`src/rtl/voter_pkg.sv`:
```
package voter_pkg;
  // number of redundant copies feeding the voter
  localparam int MOD_CNT = 5;
  // slots needed for a plain majority among all copies
  localparam int MAJ_LIMIT = MOD_CNT / 2 + 1;
  // how many exclusions the pairwise remap can absorb
  localparam int MAX_ABSORB = MOD_CNT - MAJ_LIMIT;
  localparam int CNT_W = $clog2(MOD_CNT + 1);
  localparam int IDX_W = $clog2(MOD_CNT);

  // strobes from the exclusion control to the voting datapath
  typedef struct packed {
    logic [MOD_CNT-1:0] forceLo;
    logic [MOD_CNT-1:0] forceHi;
    logic               overload;
  } remapCtl_t;
endpackage

```
`src/rtl/voter_excl_ctrl.sv`:
```
module voter_excl_ctrl
  import voter_pkg::*;
(
  input  logic               clk,
  input  logic               rst,
  input  logic [MOD_CNT-1:0] mismatch,
  input  logic [MOD_CNT-1:0] clrExcl,
  output logic [MOD_CNT-1:0] exclFlag,
  output remapCtl_t          remapCtl
);

  logic [MOD_CNT-1:0] exclQ;
  logic [CNT_W-1:0]   exclCnt;
  logic [IDX_W-1:0]   hiFree;
  logic [IDX_W-1:0]   loExcl;
  logic [IDX_W-1:0]   hiExcl;

  // one sticky flag per module, clear beats set
  for (genvar i = 0; i < MOD_CNT; i++) begin : g_flag
    always_ff @(posedge clk) begin
      if (rst)              exclQ[i] <= 1'b0;
      else if (clrExcl[i])  exclQ[i] <= 1'b0;
      else if (mismatch[i]) exclQ[i] <= 1'b1;
    end


    flag_set_chk: assert property (@(posedge clk) disable iff (rst)
      (mismatch[i] && !clrExcl[i]) |=> exclFlag[i]);


    flag_hold_chk: assert property (@(posedge clk) disable iff (rst)
      (exclFlag[i] && !clrExcl[i]) |=> exclFlag[i]);


    flag_clr_chk: assert property (@(posedge clk) disable iff (rst)
      clrExcl[i] |=> !exclFlag[i]);
  end

  assign exclFlag = exclQ;
  assign exclCnt  = CNT_W'($countones(exclQ));

  // locate the slots that receive the forced constants
  always_comb begin
    hiFree = '0;
    loExcl = '0;
    hiExcl = '0;
    for (int i = 0; i < MOD_CNT; i++) begin
      if (!exclQ[i]) hiFree = IDX_W'(i);
      if (exclQ[i])  hiExcl = IDX_W'(i);
    end
    for (int i = MOD_CNT - 1; i >= 0; i--) begin
      if (exclQ[i]) loExcl = IDX_W'(i);
    end
  end

  always_comb begin
    remapCtl          = '0;
    remapCtl.overload = (exclCnt > CNT_W'(MAX_ABSORB));
    if (exclCnt == CNT_W'(1)) begin
      remapCtl.forceLo         = exclQ;
      remapCtl.forceHi[hiFree] = 1'b1;
    end else if (exclCnt == CNT_W'(2)) begin
      remapCtl.forceLo[loExcl] = 1'b1;
      remapCtl.forceHi[hiExcl] = 1'b1;
    end else if (remapCtl.overload) begin
      remapCtl.forceLo = exclQ;
    end
  end


  quiet_stays_clear_chk: assert property (@(posedge clk) disable iff (rst)
    (exclFlag == '0 && mismatch == '0) |=> (exclFlag == '0));

endmodule

```
`src/rtl/voter_datapath.sv`:
```
module voter_datapath
  import voter_pkg::*;
(
  input  logic               clk,
  input  logic               rst,
  input  logic [MOD_CNT-1:0] modIn,
  input  remapCtl_t          remapCtl,
  output logic               voted,
  output logic [MOD_CNT-1:0] mismatch
);

  logic [MOD_CNT-1:0] slotBit;
  logic [CNT_W-1:0]   onesCnt;

  // remap stage: a forced pair cancels in the majority count
  for (genvar i = 0; i < MOD_CNT; i++) begin : g_slot
    always_comb begin
      if (remapCtl.forceHi[i])      slotBit[i] = 1'b1;
      else if (remapCtl.forceLo[i]) slotBit[i] = 1'b0;
      else                          slotBit[i] = modIn[i];
    end
  end

  assign onesCnt  = CNT_W'($countones(slotBit));
  assign voted    = (onesCnt >= CNT_W'(MAJ_LIMIT));
  assign mismatch = modIn ^ {MOD_CNT{voted}};


  forced_pair_chk: assert property (@(posedge clk) disable iff (rst)
    !remapCtl.overload |->
      ($countones(remapCtl.forceLo) == $countones(remapCtl.forceHi)));


  forced_disjoint_chk: assert property (@(posedge clk) disable iff (rst)
    (remapCtl.forceLo & remapCtl.forceHi) == '0);


  forced_single_hi_chk: assert property (@(posedge clk) disable iff (rst)
    $onehot0(remapCtl.forceHi));

endmodule

```
`src/rtl/penta_voter.sv`:
```
module penta_voter
  import voter_pkg::*;
(
  input  logic               clk,
  input  logic               rst,
  input  logic [MOD_CNT-1:0] modIn,
  input  logic [MOD_CNT-1:0] clrExcl,
  output logic               voted,
  output logic [MOD_CNT-1:0] mismatch,
  output logic [MOD_CNT-1:0] exclFlag,
  output logic               overload
);

  remapCtl_t remapCtl;

  voter_excl_ctrl u_ctrl (
    .clk      (clk),
    .rst      (rst),
    .mismatch (mismatch),
    .clrExcl  (clrExcl),
    .exclFlag (exclFlag),
    .remapCtl (remapCtl)
  );

  voter_datapath u_dp (
    .clk      (clk),
    .rst      (rst),
    .modIn    (modIn),
    .remapCtl (remapCtl),
    .voted    (voted),
    .mismatch (mismatch)
  );

  assign overload = remapCtl.overload;

endmodule

```
`config.mk`:
```
export PLATFORM = sky130hd
export DESIGN_NAME = penta_voter
export DESIGN_NICKNAME = d
export VERILOG_FILES = /design/src/rtl/voter_pkg.sv /design/src/rtl/voter_excl_ctrl.sv /design/src/rtl/voter_datapath.sv /design/src/rtl/penta_voter.sv
export SDC_FILE = /design/constraint.sdc
export NUM_CORES = 1
export LEC_CHECK = 0
export BUFFER_PORTS_ARGS = -buffer_cell sky130_fd_sc_hd__buf_2
export CAP_MARGIN = 20
export CORE_MARGIN = 2
export CORE_UTILIZATION = 35
export DETAILED_ROUTE_END_ITERATION = 16
export SLEW_MARGIN = 15
export SYNTH_ARGS = -nofsm -noshare
export SYNTH_HDL_FRONTEND = slang
export SYNTH_SLANG_ARGS = --single-unit
```
`constraint.sdc`:
```
create_clock -name clk -period 4.2 [get_ports clk]
set_input_delay 0.21 -clock clk [delete_from_list [all_inputs] [get_ports clk]]
set_output_delay 0.21 -clock clk [all_outputs]
set_load 0.03 [all_outputs]
```
==> results by group <==
Outcome
  • Outcome: complete, but fails checks
  • Failing checks: negative setup slack

Yosys
  • Synth cell types: 32
  • Dominant synthesized flop cell: dfxtp_1
  • Synth warn: 0
  • Synth async-reset ratio: 0%
  • Post-synth EDFFs: 0
  • Synthesized cell area: 679.4 sq um
  • Register area share after synthesis: 14.73%
  • Syn avg cell area: 7.809 sq um
  • #FFs+latches synth: 5
  • Syn Inst Count: 87
  • Syn_nets: 110

Place
  • # port buffers: 23
  • RD Place Congestion: 0.7826
  • Place WS: -0.2310 ns
  • HPWL Detailed: 1.625 mm

Clocking
  • CTS tree: built
  • Clock Path Buffers: 2
  • CTS sink count: 5
  • CTS clk-pin slew, worst paths: 0.04 ns
  • TritonCTS Buffers: 3
  • H-tree depth: 1
  • CTS Root Cell: clkbuf_4
  • Worst skew pair latency: 0.25 ns

Routing
  • Detailed Routing Iterations Pass 1: 4
  • DRC: 0
  • Wire length per cell: 13.17 um
  • Vias/cell: 5.062
  • Initial DRC count: 18
  • Via count: 820
  • Antenna-violating nets left: 0
  • WL final: 2.134 mm

Cells and area
  • Layout Nets: 161
  • ANT cells: 0
  • Largest register FFs: 5
  • Fillers: 136
  • Multi-input gate area: 696.9 sq um
  • Share of post-route cells with drive strength above 1: 59.12%
  • Commonest non-fill, non-tap cell in the layout: buf_4
  • Layout area overhead: 87.66%
  • Reg area: 112.6 sq um
  • Most frequent cells in the layout: 23 x buf_4, 17 x buf_2, 7 x inv_1, 7 x buf_6, 6 x nor3_1

Worst setup path
  • Maximum net fanout on the critical path: 6
  • Critical Path RT: 3.99 ns
  • R2R depth: 21
  • Worst Path Arrival: 4.32 ns
  • Startpoint types: flop
  • Worst setup EP type: primary output
  • Crit path kind: flop to primary output

STA
  • Final hold slack: 0.1144 ns
  • Period utilization: 107.9%
  • RSZ-0062 raised after global routing: yes
  • Rel. slew slack: 68.04%
  • Fmax: 220.6 MHz
  • Clock skew: 0.002538 ns
  • Max-slew violations: 0
  • Finish-stage setup viols: 11
  • Post-route setup slack: -0.3327 ns
  • Final hold vios: 0
  • Worst slew pin tran: 0.4744 ns
  • Final min period: 4.533 ns

Worst hold path
  • Hold depth: 2
  • Worst min-delay path class: primary input to flop

Floorplanning
  • Initial Utilization: 38.11%
  • Die W: 48.06 um
  • Die Area: 2310 sq um
  • Die Y-Extent: 48.06 um
  • FP Rows: 15
  • I/O pin cnt: 24
  • Core region area: 1783 sq um

GRT
  • Initial antenna violation count: 0
  • GR Overflow Total: 0
  • Number of global-route vias before repair: 776
  • Largest net degree at the start of global routing: 13
  • Overall routing resource usage: 20.28%
  • First-pass GRT wire length: 3.194 mm

Flow run
  • # Max-Cap Violations: 0
[cell type report]
type | count | area share, %
flip-flops and latches | 5 | 8.832
repair buffers | 48 | 27.97
inverters | 13 | 4.024
clock buffers | 4 | 2.061
well taps | 25 | 2.453
multi-input cells | 67 | 54.66
[layer usage]
| metal | up-vias | global-route usage (%) | share of wire [%] |
|---|---|---|---|
| li1 | 402 | - | - |
| met3 | 2 | 4.528 | 2.5 |
| met5 | - | 0 | 0 |
| met4 | 0 | 8.108 | 0.66 |
| met1 | 394 | 24.66 | 44 |
| met2 | 22 | 34.40 | 53 |
[cells by family (layout without fill, tap and decap cells)]
logic type / Yosys count / after routing / share of synthesized area, %
and+or+nand+nor: 34 / 34 / 27.07
AOI/OAI and AO/OA: 17 / 17 / 18.78
buffers and inverters: 15 / 65 / 8.288
DFF: 5 / 5 / 14.73
xor gates and xnor gates: 5 / 5 / 6.445
adders and majority gates: 11 / 11 / 24.68
[what timing repair did]
action / 4_1_cts / 5_1_grt
setup endpoints to repair: 11 / 11
buffers inserted: 6 / 3
hold buffers: 0 / 0
hold endpoints to repair: 0 / 0
pin swaps: 11 / 7
gates resized for setup: 19 / 9
[path summary, 6_finish.rpt]
| kind | start | endpoint | slack (ns) |
|---|---|---|---|
| setup / recovery | u_ctrl.exclFlag[0] | mismatch[3] | -0.33 |
| hold reg to reg | u_ctrl.exclFlag[3] | u_ctrl.exclFlag[3] | 0.65 |
| setup reg to reg | u_ctrl.exclFlag[0] | u_ctrl.exclFlag[2] | -0.27 |
| hold / removal | clrExcl[1] | u_ctrl.exclFlag[1] | 0.11 |
[cell usage after synthesis, drive strengths merged (2+ instances only)]
library cell / instances / share of area (%)
xor2: 5 / 6.4
nand2b: 4 / 3.7
nand2: 4 / 2.2
inv: 13 / 7.2
fa: 4 / 12
nor2b: 2 / 1.8
ha: 7 / 13
clkbuf: 2 / 1.1
o21ai: 4 / 2.9
nor2: 6 / 3.3
o211ai: 2 / 2.2
o311ai: 2 / 2.6
nand3: 3 / 2.2
dfxtp: 5 / 15
nor3: 8 / 5.9
[worst max-delay path: stages (launching register included)]
cell	delay, ns
dfxtp_4	0.35
inv_4	0.04
ha_4	0.25
inv_2	0.03
fa_2	0.32
inv_2	0.06
fa_2	0.48
nand2b_4	0.17
o311a_1	0.29
a311o_1	0.28
ha_1	0.29
inv_2	0.04
fa_2	0.35
fa_1	0.48
o21ai_4	0.16
buf_12	0.18
xor2_4	0.18
buf_6	0.15
[stage by stage]
stage	cell area, sq um	cells	TNS (ns)	utilization, %
6_report	1275	162	-2.621	71.51
3_5_place_dp	1111	151	-1.971	62.32
3_3_place_gp	1111	151	-1.475	62.32
4_1_cts	1236	161	-2.568	69.33
2_1_floorplan	824.5	87	-4.841	-
5_1_grt	1275	162	-4.269	71.51
Power is not shown: default switching activity piles up to over one toggle a cycle in this logic, so the estimate is an artifact.
